`src/rtl/rcfg_pkg.sv`:
```
package rcfg_pkg;

    localparam int REG_AW = 3;

    typedef enum logic [2:0] {
        RID_BOOT   = 3'd0,
        RID_WDT    = 3'd1,
        RID_ENA    = 3'd2,
        RID_RECONF = 3'd3,
        RID_STATUS = 3'd4
    } reg_id_e;

    typedef enum logic [1:0] {
        RS_CUR  = 2'b00,
        RS_PREV = 2'b01,
        RS_NONE = 2'b10,
        RS_PEND = 2'b11
    } rsel_e;

    typedef enum logic [2:0] {
        ST_FACTORY  = 3'd0,
        ST_LAUNCH   = 3'd1,
        ST_USER     = 3'd2,
        ST_ARMED    = 3'd3,
        ST_FALLBACK = 3'd4
    } seq_state_e;

    localparam int NSETS    = 3;
    localparam int SET_CUR  = 0;
    localparam int SET_PREV = 1;
    localparam int SET_PEND = 2;

    localparam int STAT_FIRED = 0;
    localparam int STAT_ARMED = 1;

endpackage

```
`src/rtl/rcfg_param_sets.sv`:
```
module rcfg_param_sets
    import rcfg_pkg::*;
#(
    parameter int DATA_W   = 32,
    parameter int BOOT_W   = 23,
    parameter int WDT_HI_W = 12
) (
    input  logic                clk,
    input  logic                rst,
    input  logic                wr_en,
    input  logic [REG_AW-1:0]   wr_reg,
    input  logic [DATA_W-1:0]   wr_data,
    input  logic                rd_en,
    input  logic [REG_AW-1:0]   rd_reg,
    input  logic [1:0]          rd_src,
    input  logic                commit,
    input  logic                revert,
    input  logic                st_fired,
    input  logic                st_armed,
    output logic [DATA_W-1:0]   rdata,
    output logic [BOOT_W-1:0]   cur_addr,
    output logic [WDT_HI_W-1:0] cur_tmo,
    output logic                cur_en,
    output logic [BOOT_W-1:0]   pend_addr
);

    logic [BOOT_W-1:0]   set_addr [NSETS];
    logic [WDT_HI_W-1:0] set_tmo  [NSETS];
    logic                set_en   [NSETS];
    logic [DATA_W-1:0]   set_word [NSETS];

    logic unused_wdata_hi;
    assign unused_wdata_hi = ^wr_data[DATA_W-1:BOOT_W];

    function automatic logic [DATA_W-1:0] field_word(
        input logic [BOOT_W-1:0]   a,
        input logic [WDT_HI_W-1:0] t,
        input logic                e,
        input logic [REG_AW-1:0]   r
    );
        logic [DATA_W-1:0] w;
        w = '0;
        case (r)
            RID_BOOT: w[BOOT_W-1:0]   = a;
            RID_WDT:  w[WDT_HI_W-1:0] = t;
            RID_ENA:  w[0]            = e;
            default:  w               = '0;
        endcase
        return w;
    endfunction

    // Parameter sets: pending takes writes, commit/revert move the others
    always_ff @(posedge clk) begin
        if (rst) begin
            for (int s = 0; s < NSETS; s++) begin
                set_addr[s] <= '0;
                set_tmo[s]  <= '0;
                set_en[s]   <= 1'b0;
            end
        end else begin
            if (commit) begin
                set_addr[SET_PREV] <= set_addr[SET_CUR];
                set_tmo[SET_PREV]  <= set_tmo[SET_CUR];
                set_en[SET_PREV]   <= set_en[SET_CUR];
                set_addr[SET_CUR]  <= set_addr[SET_PEND];
                set_tmo[SET_CUR]   <= set_tmo[SET_PEND];
                set_en[SET_CUR]    <= set_en[SET_PEND];
            end else if (revert) begin
                set_addr[SET_PREV] <= set_addr[SET_CUR];
                set_tmo[SET_PREV]  <= set_tmo[SET_CUR];
                set_en[SET_PREV]   <= set_en[SET_CUR];
                set_addr[SET_CUR]  <= '0;
                set_tmo[SET_CUR]   <= '0;
                set_en[SET_CUR]    <= 1'b0;
            end
            if (wr_en) begin
                case (wr_reg)
                    RID_BOOT: set_addr[SET_PEND] <= wr_data[BOOT_W-1:0];
                    RID_WDT:  set_tmo[SET_PEND]  <= wr_data[WDT_HI_W-1:0];
                    RID_ENA:  set_en[SET_PEND]   <= wr_data[0];
                    default:  ;
                endcase
            end
        end
    end

    // One read word per set for the addressed register
    for (genvar g = 0; g < NSETS; g++) begin : g_set_word
        assign set_word[g] = field_word(set_addr[g], set_tmo[g], set_en[g], rd_reg);
    end

    // Registered read port
    always_ff @(posedge clk) begin
        if (rst) begin
            rdata <= '0;
        end else if (rd_en) begin
            if (rd_reg == RID_STATUS) begin
                rdata             <= '0;
                rdata[STAT_FIRED] <= st_fired;
                rdata[STAT_ARMED] <= st_armed;
            end else begin
                case (rd_src)
                    RS_CUR:  rdata <= set_word[SET_CUR];
                    RS_PREV: rdata <= set_word[SET_PREV];
                    RS_PEND: rdata <= set_word[SET_PEND];
                    default: rdata <= '0;
                endcase
            end
        end
    end

    assign cur_addr  = set_addr[SET_CUR];
    assign cur_tmo   = set_tmo[SET_CUR];
    assign cur_en    = set_en[SET_CUR];
    assign pend_addr = set_addr[SET_PEND];

endmodule

```
`src/rtl/rcfg_watchdog.sv`:
```
module rcfg_watchdog #(
    parameter int WDT_HI_W = 12,
    parameter int WDT_LO_W = 17
) (
    input  logic                         clk,
    input  logic                         rst,
    input  logic                         load,
    input  logic                         run,
    input  logic                         kick,
    input  logic [WDT_HI_W-1:0]          start_hi,
    output logic [WDT_HI_W+WDT_LO_W-1:0] count,
    output logic                         expire
);

    localparam int CNT_W = WDT_HI_W + WDT_LO_W;

    logic [CNT_W-1:0] start_val;
    assign start_val = {start_hi, {WDT_LO_W{1'b0}}};

    always_ff @(posedge clk) begin
        if (rst) begin
            count <= '0;
        end else if (load || (run && kick)) begin
            count <= start_val;
        end else if (run && (count != '0)) begin
            count <= count - 1'b1;
        end
    end

    // Only meaningful while run is high; the sequencer qualifies it
    assign expire = !kick && (count == '0);

endmodule

```
`src/rtl/rcfg_seq_fsm.sv`:
```
module rcfg_seq_fsm
    import rcfg_pkg::*;
#(
    parameter int BOOT_W = 23
) (
    input  logic              clk,
    input  logic              rst,
    input  logic              trigger,
    input  logic              expire,
    input  logic [BOOT_W-1:0] cur_addr,
    input  logic              cur_en,
    output logic              reconfig_req,
    output logic [BOOT_W+1:0] reconfig_addr,
    output logic              commit,
    output logic              revert,
    output logic              wdt_load,
    output logic              wdt_run,
    output logic              fired
);

    seq_state_e state, state_nx;

    // State register
    always_ff @(posedge clk) begin
        if (rst) begin
            state <= ST_FACTORY;
        end else begin
            state <= state_nx;
        end
    end

    // Transitions and outputs
    always_comb begin
        state_nx      = state;
        reconfig_req  = 1'b0;
        reconfig_addr = '0;
        commit        = 1'b0;
        revert        = 1'b0;
        wdt_load      = 1'b0;
        wdt_run       = 1'b0;
        unique case (state)
            ST_FACTORY, ST_USER: begin
                if (trigger) begin
                    commit   = 1'b1;
                    state_nx = ST_LAUNCH;
                end
            end
            ST_ARMED: begin
                wdt_run = 1'b1;
                if (trigger) begin
                    commit   = 1'b1;
                    state_nx = ST_LAUNCH;
                end else if (expire) begin
                    revert   = 1'b1;
                    state_nx = ST_FALLBACK;
                end
            end
            ST_LAUNCH: begin
                reconfig_req  = 1'b1;
                reconfig_addr = {cur_addr, 2'b00};
                wdt_load      = 1'b1;
                if (cur_addr == '0) begin
                    state_nx = ST_FACTORY;
                end else if (cur_en) begin
                    state_nx = ST_ARMED;
                end else begin
                    state_nx = ST_USER;
                end
            end
            ST_FALLBACK: begin
                reconfig_req  = 1'b1;
                reconfig_addr = '0;
                state_nx      = ST_FACTORY;
            end
            default: begin
                state_nx = ST_FACTORY;
            end
        endcase
    end

    // Sticky record of a watchdog fallback
    always_ff @(posedge clk) begin
        if (rst) begin
            fired <= 1'b0;
        end else if (revert) begin
            fired <= 1'b1;
        end
    end

endmodule

```
`src/rtl/remote_reconfig_ctrl.sv`:
```
module remote_reconfig_ctrl
    import rcfg_pkg::*;
#(
    parameter int DATA_W   = 32,
    parameter int BOOT_W   = 23,
    parameter int WDT_HI_W = 12,
    parameter int WDT_LO_W = 17
) (
    input  logic              clk,
    input  logic              rst,
    input  logic [2:0]        bus_addr,
    input  logic [1:0]        bus_rsel,
    input  logic [DATA_W-1:0] bus_wdata,
    input  logic              bus_we,
    input  logic              bus_re,
    output logic [DATA_W-1:0] bus_rdata,
    input  logic              wdt_kick,
    output logic              reconfig_req,
    output logic [BOOT_W+1:0] reconfig_addr
);

    localparam int CNT_W = WDT_HI_W + WDT_LO_W;

    logic                trigger;
    logic                wr_en;
    logic                commit;
    logic                revert;
    logic                wdt_load;
    logic                wdt_armed;
    logic                wdt_expire;
    logic                wdt_fired;
    logic [CNT_W-1:0]    wdt_count;
    logic [BOOT_W-1:0]   cur_addr;
    logic [WDT_HI_W-1:0] cur_tmo;
    logic                cur_en;
    logic [BOOT_W-1:0]   pend_addr;

    assign trigger = bus_we && (bus_addr == RID_RECONF) && bus_wdata[0];
    assign wr_en   = bus_we && (bus_rsel == RS_CUR);

    rcfg_param_sets #(
        .DATA_W   (DATA_W),
        .BOOT_W   (BOOT_W),
        .WDT_HI_W (WDT_HI_W)
    ) u_sets (
        .clk       (clk),
        .rst       (rst),
        .wr_en     (wr_en),
        .wr_reg    (bus_addr),
        .wr_data   (bus_wdata),
        .rd_en     (bus_re),
        .rd_reg    (bus_addr),
        .rd_src    (bus_rsel),
        .commit    (commit),
        .revert    (revert),
        .st_fired  (wdt_fired),
        .st_armed  (wdt_armed),
        .rdata     (bus_rdata),
        .cur_addr  (cur_addr),
        .cur_tmo   (cur_tmo),
        .cur_en    (cur_en),
        .pend_addr (pend_addr)
    );

    rcfg_watchdog #(
        .WDT_HI_W (WDT_HI_W),
        .WDT_LO_W (WDT_LO_W)
    ) u_wdt (
        .clk      (clk),
        .rst      (rst),
        .load     (wdt_load),
        .run      (wdt_armed),
        .kick     (wdt_kick),
        .start_hi (cur_tmo),
        .count    (wdt_count),
        .expire   (wdt_expire)
    );

    rcfg_seq_fsm #(
        .BOOT_W (BOOT_W)
    ) u_fsm (
        .clk           (clk),
        .rst           (rst),
        .trigger       (trigger),
        .expire        (wdt_expire),
        .cur_addr      (cur_addr),
        .cur_en        (cur_en),
        .reconfig_req  (reconfig_req),
        .reconfig_addr (reconfig_addr),
        .commit        (commit),
        .revert        (revert),
        .wdt_load      (wdt_load),
        .wdt_run       (wdt_armed),
        .fired         (wdt_fired)
    );

endmodule

```
`config.mk`:
```
export PLATFORM = sky130hd
export DESIGN_NAME = remote_reconfig_ctrl
export DESIGN_NICKNAME = d
export VERILOG_FILES = /design/src/rtl/rcfg_pkg.sv /design/src/rtl/rcfg_param_sets.sv /design/src/rtl/rcfg_watchdog.sv /design/src/rtl/rcfg_seq_fsm.sv /design/src/rtl/remote_reconfig_ctrl.sv
export SDC_FILE = /design/constraint.sdc
export NUM_CORES = 1
export LEC_CHECK = 0
export BUFFER_PORTS_ARGS = -buffer_cell sky130_fd_sc_hd__buf_2
export CORE_MARGIN = 3
export CORE_UTILIZATION = 35
export CTS_CLUSTER_SIZE = 16
export DETAILED_ROUTE_END_ITERATION = 10
export PLACE_DENSITY_LB_ADDON = 0.08
export SYNTH_ARGS = -nofsm -noshare
export SYNTH_HDL_FRONTEND = slang
export SYNTH_SLANG_ARGS = --single-unit
```
`constraint.sdc`:
```
create_clock -name clk -period 6 [get_ports clk]
set_input_delay 0.3 -clock clk [delete_from_list [all_inputs] [get_ports clk]]
set_output_delay 0.3 -clock clk [all_outputs]
set_load 0.01 [all_outputs]
```
## Word level (Yosys, flattened, before mapping)

Memories as Yosys holds them, arrays and structs flattened.
Cells that the tools add are included.

| storage, ports and cells | value |
|---|---|
| output and inout bits | 58 |
| bits in writable memories | 108 |
| word-level logic and storage cells | 120 |
| memories | 3 |
| bits in read-only memories | 0 |
| bits in latches | 0 |
| register bits | 65 |
| input port bits | 42 |

Memories:

| memory | words | width | rd ports | clocked after memory_dff | write ports | RTL line | RTL |
|---|---|---|---|---|---|---|---|
| u_sets.set_addr | 3 | 23 | 3 | 0 | 3 | rcfg_param_sets.sv:27 | `logic [BOOT_W-1:0] set_addr [NSETS];` |
| u_sets.set_tmo | 3 | 12 | 3 | 0 | 3 | rcfg_param_sets.sv:28 | `logic [WDT_HI_W-1:0] set_tmo [NSETS];` |
| u_sets.set_en | 3 | 1 | 3 | 0 | 3 | rcfg_param_sets.sv:29 | `logic set_en [NSETS];` |

| cells by class | value |
|---|---|
| equal/unequal tests | 12 |
| add/subtract/negate cells | 1 |
| shift-type cells | 0 |
| bitwise gates (word level) | 15 |
| order comparisons | 0 |
| multipliers | 0 |
| multiplexer cells | 64 |
| reduce and logical (&&, ||, !) cells | 20 |
| div/mod/pow operators | 0 |

Operator list:

| operator | number |
|---|---|
| two-way mux 23 bit | 5 |
| one-hot mux 23 bit (3 select lines) | 1 |
| one-hot mux 11 bit (2 select lines) | 3 |
| two-way mux 12 bit | 5 |
| two-way mux 29 bit | 2 |
| two-way mux 1 bit | 35 |
| two-way mux 11 bit | 3 |
| two-way mux 32 bit | 1 |
| zero test 29 bit | 1 |
| nonzero test 29 bit | 1 |
| subtractor 29 x 1 -> 29 bit, second input constant | 1 |
| two-way mux 25 bit | 1 |
| zero test 23 bit | 1 |
| bitwise OR 1 bit | 15 |
| equality test 3 x 2 -> 1 bit, second input constant | 4 |
| two-way mux 3 bit | 4 |
| one-hot mux 1 bit (3 select lines) | 3 |
| one-hot mux 3 bit (3 select lines) | 1 |
| equality test 3 x 1 -> 1 bit, second input constant | 2 |
| equality test 3 bit, second input constant | 2 |
| logical AND 1 bit | 6 |
| zero test 3 bit | 2 |
| OR reduction 2 bit | 3 |
| inequality test 3 x 2 -> 1 bit, second input constant | 1 |
| 9 further kinds | 9 |

## Longest topological paths before layout

Gate-level depths: netlist (run 1).

| logic depth | value |
|---|---|
| depth in word-level cells | 10 |
| mapped depth | 9 |
| depth with buffers taken out | 7 |

## Cells and area by module

From an unflattened synthesis (run 1), not the netlist that was laid out.

| unflattened totals | value |
|---|---|
| cells, all modules | 793 |
| area total of the unflattened synthesis | 8446.9 um^2 |

By module, submodules not included:

| module | instances | cells an instance | area each (um^2) | sequential area each (um^2) |
|---|---|---|---|---|
| rcfg_param_sets | 1 | 530 | 6323.6 | 3703.6 |
| rcfg_watchdog | 1 | 195 | 1609.0 | 580.6 |
| rcfg_seq_fsm | 1 | 65 | 491.7 | 80.1 |
| remote_reconfig_ctrl | 1 | 3 | 22.5 | 0.0 |

## Worst setup path after synthesis (run 1)

OpenSTA, ideal clock, no wires.

| path | value |
|---|---|
| path kind | reg-to-reg |
| start | reg u_wdt.count[16] |
| end | mem u_sets.set_addr[0][0] (enable) |
| setup time | 0.432 ns |
| cell stages (with the launch flop) | 6 |
| path slack | 2.079 ns |
| buffers on the path | 0 |
| data required time | 5.568 ns |
| data arrival time | 3.489 ns |
| period minus slack after synthesis | 3.921 ns |
| cells stage by stage | dfxtp_1 > or4_4 > or3_1 > or4_4 > and2_1 > nand2_1 |

RTL lines:

| element | RTL line | RTL |
|---|---|---|
| start, declared | rcfg_watchdog.sv:11 | `output logic [WDT_HI_W+WDT_LO_W-1:0] count,` |
| start signal, assigned | rcfg_watchdog.sv:24 | `count <= start_val;` |
| start signal, assigned | rcfg_watchdog.sv:26 | `count <= count - 1'b1;` |
| end, declared | rcfg_param_sets.sv:27 |  |

==> impl_metrics.json, run 1 <==
{
  "grt_pass1_wl_um": 33200,
  "routed_wl_um": 21100,
  "grt_pass1_vias": 5912,
  "grt_use_total": 0.175,
  "cts_hold_buf": 0,
  "slew_viol_final": 0,
  "fp.dieW_um": 157,
  "max-cap-violations": 0,
  "start_util": 0.360,
  "synth_cells": 723,
  "yosys_register_bits": 164,
  "final-setup-viol-count": 0,
  "cts_tree": "done",
  "fp.dieH_um": 157,
  "routed_via_density": 5.48,
  "cts.repair.resized": 0,
  "portBuffers": 79,
  "vias": 5902,
  "min_from": "bus_wdata[17]",
  "core_area_um2": 22000,
  "hold_violations": 0,
  "crit_path_end_kind": "register",
  "synth_edf_count": 108,
  "fin_skew_ns": 0.0139,
  "io-pin-count": 100,
  "r2r_end": "u_sets.set_addr[0][27]",
  "synthFlopType": "edfxtp_1",
  "whs_path_depth": 2,
  "critPathMaxStageDelay_ns": 0.68,
  "crit_type": "register to register",
  "critPathMaxFanout": 37,
  "min_period_ns": 3.76,
  "synth_top_area_frac": 0.409,
  "wl_per_cell_um": 19.6,
  "syn_area_per_cell_um2": 11.0,
  "netlist.top_cell.by_area": "edfxtp_1",
  "clk_path_buf_depth": 2,
  "rows": 54,
  "n_antenna_cell": 0,
  "synthDistinctLibCells": 63,
  "holdWs_ns": 0.138,
  "worst_slack_ns": 2.24,
  "mostFrequentLayoutCells": "and2_1 (132), edfxtp_1 (108), buf_2 (79)",
  "dp_worst_setup_slack_ns": 2.22,
  "ir_drop_mv": 0.145,
  "layout.cells.non_filler": 1077,
  "clock_sinks": 164,
  "gp_congestion": 0.799,
  "async_flop_share": 0,
  "fin_nets": 828,
  "cp.arrival_ns": 3.83,
  "htree_levels": 4,
  "synth_area_leaders": "edfxtp_1 (41%), dfxtp_1 (14%), and2_1 (10%)",
  "cts-root-buf": "clkbuf_16",
  "drive_above_1_share": 0.174,
  "seq_area_frac_synth": 0.550,
  "fmax_mhz": 266,
  "fillers": 2139,
  "rrSetupSlack_ns": 2.24,
  "grt_max_degree": 47,
  "rr_startpoint": "u_fsm.state[2]",
  "place_inst": 1045,
  "rr_worst_depth": 6,
  "worstSkewPairLatency_ns": 0.43,
  "clkSlewWorstSetupHoldPaths_ns": 0.07,
  "p_per_area_nw_per_um2": 277,
  "hold_path_class": "input port to register",
  "ys_warn_count": 0,
  "syn2layout_area_growth_pct": 14.5,
  "first_iter_violations": 417,
  "postRouteAntennaNets": 0,
  "slew_headroom": 0.329,
  "total_power_w": 0.00251,
  "numCtsBuffers": 17,
  "antenna_found_initial": 0,
  "fin_setup_tns_ns": 0,
  "fin_crit_sh": 0.627,
  "path_cells": "nand3b_1, a211o_1, or4_4, and2_1, nand2_2, buf_4",
  "drt_pass1_iterations": 7,
  "drc_errors": 0,
  "syn_area_um2": 7930,
  "dieArea_um2": 24500,
  "leakage_nw": 3.58,
  "final_common_cell": "and2_1",
  "worstMarginPinSlew_ns": 1.01,
  "crit_slowest_cell": "nand2_2",
  "worstPathRequired_ns": 6.07,
  "hpwl_um": 14100,
  "status": "finished clean",
  "cp-start-kind": "register",
  "cts_setup_buffers": 0,
  "overflow": 0,
  "rsz0062_at_grt": "no",
  "hold_path_end": "u_sets.set_addr[0][63]"
}
==> cell families (layout without fill, tap and decap cells) <==
group,count (synthesis),after routing,share of synthesized area
flops,164,164,0.550
compound gates,150,150,0.142
other cells,1,11,0.000473
buf+inv,64,128,0.0423
mux,14,14,0.0177
xor+xnor,2,2,0.00221
simple gates,326,326,0.242
fa+ha+maj,2,2,0.00316
==> sequential cells by signal, indices dropped and copies added (netlist names) <==
name / count
u_sets.set_addr: 69
u_sets.set_en: 3
u_fsm.state: 3
u_sets.set_tmo: 36
u_wdt.count: 29
u_sets.rdata: 23
u_fsm.fired: 1
==> layout make-up <==
type	instances	area (um^2)	share of cell area
Timing Repair Buffer	89	470	0.0518
Clock inverter	14	156	0.0172
Clock buffer	18	429	0.0473
Inverter	7	26.3	0.00289
Sequential cell	164	4360	0.481
Multi-Input combinational cell	505	3280	0.361
Tap cell	280	350	0.0386
==> report_power, final <==
group	switching (W)	internal (W)	leakage [nW]
combinational	0.000106	0.0000499	1.73
sequential	0.0000231	0.00124	1.57
clock	0.000502	0.000593	0.282
total	0.000631	0.00188	3.58
==> layer usage <==
metal,share of wire,up-vias,GRT usage
met3,0.046,17,0.0340
met1,0.49,2915,0.249
met5,0,-,0
met4,0.011,0,0.0434
met2,0.45,161,0.274
li1,-,2809,-
==> critical path: cells and delay by family (launching register included) <==
family,cells,cell delay [ns]
AOI/OAI and AO/OA,1,0.48
DFF,1,0.36
and+or+nand+nor,4,1.98
buffers and inverters,1,0.56
==> cells in the mapped netlist (all sizes together), types with 14 or more instances <==
library cell	number
o21ai	28
nor3	17
a22o	31
and2	132
nor2	49
a21oi	17
nand3	15
dfxtp	56
or4	16
buf	21
or3	17
edfxtp	108
nand2	30
clkbuf	36
mux2i	14
==> through the flow <==
step | cell area [um^2] | utilization
after global routing | 9080 | 0.412
final | 9080 | 0.412
after detailed placement | 8490 | 0.385
after CTS | 9080 | 0.412
after floorplan | 7970 | -
after global placement | 8490 | 0.385
==> how the worst max path moves through the flow <==
stage | start | endpoint | slack [ns] | depth (start not counted)
6_report | u_fsm.state[2] | u_sets.set_addr[0][27] | 2.24 | 6
2_1_floorplan | u_wdt.count[16] | u_sets.set_addr[0][0] | 2.08 | 5
5_1_grt | u_fsm.state[2] | u_sets.set_addr[0][27] | 2.00 | 6
3_5_place_dp | u_fsm.state[2] | u_sets.set_addr[0][5] | 2.22 | 6
3_3_place_gp | u_fsm.state[1] | u_sets.set_addr[0][5] | 2.24 | 6
4_1_cts | u_fsm.state[2] | u_sets.set_addr[0][27] | 2.19 | 6
(Power assumes the default switching activity.)
==> run 2: changes to the inputs <==
- clock period: 6 -> 3.7 ns (I/O delays scaled with it)
==> impl_metrics.json, run 2 (same netlist as run 1, synthesis figures left out) <==
{
  "mostFrequentLayoutCells": "and2_1 (132), edfxtp_1 (108), buf_2 (79)",
  "cp-start-kind": "register",
  "htree_levels": 4,
  "max-cap-violations": 0,
  "min_period_ns": 3.03,
  "fp.dieW_um": 157,
  "ir_drop_mv": 0.258,
  "final-setup-viol-count": 0,
  "rrSetupSlack_ns": 0.67,
  "worst_slack_ns": 0.673,
  "core_area_um2": 22000,
  "worstPathRequired_ns": 3.82,
  "slew_headroom": 0.345,
  "hold_violations": 0,
  "slew_viol_final": 0,
  "antenna_found_initial": 0,
  "fin_crit_sh": 0.818,
  "cp.arrival_ns": 3.14,
  "cts-root-buf": "clkbuf_16",
  "vias": 5855,
  "crit_type": "register to register",
  "fin_skew_ns": 0.0120,
  "stdcell_area_um2": 9190,
  "hold_path_class": "input port to register",
  "fin_nets": 839,
  "largest_reg_flops": 69,
  "rsz0062_at_grt": "no",
  "placed_cell_area_um2": 8560,
  "grt_max_degree": 47,
  "postRouteAntennaNets": 0,
  "total_power_w": 0.00409,
  "clk_path_buf_depth": 2,
  "drive_above_1_share": 0.181,
  "grt_use_total": 0.175,
  "whs_path_depth": 2,
  "fp.dieH_um": 157,
  "overflow": 0,
  "multi_input_area_um2": 3280,
  "drc_errors": 0,
  "portBuffers": 79,
  "fmax_mhz": 330,
  "wl_per_cell_um": 19.3,
  "worstMarginPinSlew_ns": 0.982,
  "worstSkewPairLatency_ns": 0.43,
  "largest_registers": "u_sets.set_addr: 69 flops, u_sets.set_tmo: 36 flops, u_wdt.count: 29 flops",
  "final_common_cell": "and2_1",
  "hpwl_um": 14200,
  "cts_tree": "done",
  "leakage_nw": 3.63,
  "final-seq-area_um2": 4360,
  "routed_via_density": 5.38,
  "clkSlewWorstSetupHoldPaths_ns": 0.07,
  "rr_startpoint": "u_wdt.count[16]",
  "grt_pass1_wl_um": 33300,
  "drt_pass1_iterations": 5,
  "first_iter_violations": 397,
  "grt_pass1_vias": 5728,
  "hold_path_end": "u_sets.set_addr[0][58]",
  "n_antenna_cell": 0,
  "dieArea_um2": 24500,
  "fillers": 2139,
  "status": "finished clean",
  "min_from": "bus_wdata[12]",
  "cts_setup_buffers": 0,
  "syn2layout_area_growth_pct": 15.8,
  "clock_sinks": 164,
  "rows": 54,
  "io-pin-count": 100,
  "max_flop_register": "u_sets.set_addr",
  "routed_wl_um": 21000,
  "critPathMaxFanout": 16,
  "dp_worst_setup_slack_ns": 0.670,
  "p_per_area_nw_per_um2": 446,
  "gp_congestion": 0.808,
  "r2r_end": "u_sets.set_addr[0][38]",
  "fin_setup_tns_ns": 0,
  "start_util": 0.360,
  "crit_path_end_kind": "register",
  "rr_worst_depth": 6,
  "numCtsBuffers": 17
}
[run 2: final cells by class]
class,count,share of cell area
Sequential cell,164,0.475
Inverter,7,0.00286
Tap cell,280,0.0381
Clock inverter,14,0.0174
Clock buffer,18,0.0467
Timing Repair Buffer,100,0.0627
Multi-Input combinational cell,505,0.357
[run 2: where the power goes]
group / internal (W) / leakage [nW] / switching, W
sequential: 0.00200 / 1.57 / 0.0000377
clock: 0.000964 / 0.281 / 0.000828
combinational: 0.0000888 / 1.78 / 0.000171
total: 0.00306 / 3.63 / 0.00104
[run 2: worst max-delay path by stage]
stage                                   to             from  cells past startpoint  slack [ns]
floorplan            u_sets.set_addr[0][0]  u_wdt.count[16]                      5        0.46
detailed placement  u_sets.set_addr[0][14]  u_wdt.count[16]                      6        0.67
CTS                 u_sets.set_addr[0][38]  u_wdt.count[16]                      6        0.65
global placement    u_sets.set_addr[0][42]  u_wdt.count[16]                      6        0.69
finish              u_sets.set_addr[0][38]  u_wdt.count[16]                      6        0.67
global route        u_sets.set_addr[0][22]  u_wdt.count[16]                      6        0.58
[run 2: timing repair]
item,CTS,global route
endpoints found under the hold margin,4,0
gates resized for setup,0,0
hold buffers,4,0
setup endpoints to repair,0,0
[run 2: routing by layer]
layer  GRT usage  vias to the layer above  wire [um]
met5           0                        -          0
li1            -                     2836          -
met3      0.0360                       14        984
met2       0.268                      163       9670
met4      0.0400                        0        167
met1       0.256                     2842      10100
[run 2: metrics by stage]
| stage | util | hold slack (ns) | std cells |
|---|---|---|---|
| final | 0.417 | 0.0256 | 1088 |
| after floorplan | - | 0.348 | 733 |
| after global placement | 0.388 | 0.436 | 1052 |
| after detailed placement | 0.388 | 0.443 | 1052 |
| after CTS | 0.417 | 0.00455 | 1088 |
| after global routing | 0.417 | 0.0155 | 1088 |
[run 2: worst max-delay path: stages, from the launching register on]
cell and delay, ns:
dfxtp_1 0.33, or4_4 0.57, or3_1 0.34, or4_4 0.60, and2_1 0.21, nand2_2 0.32, buf_4 0.33
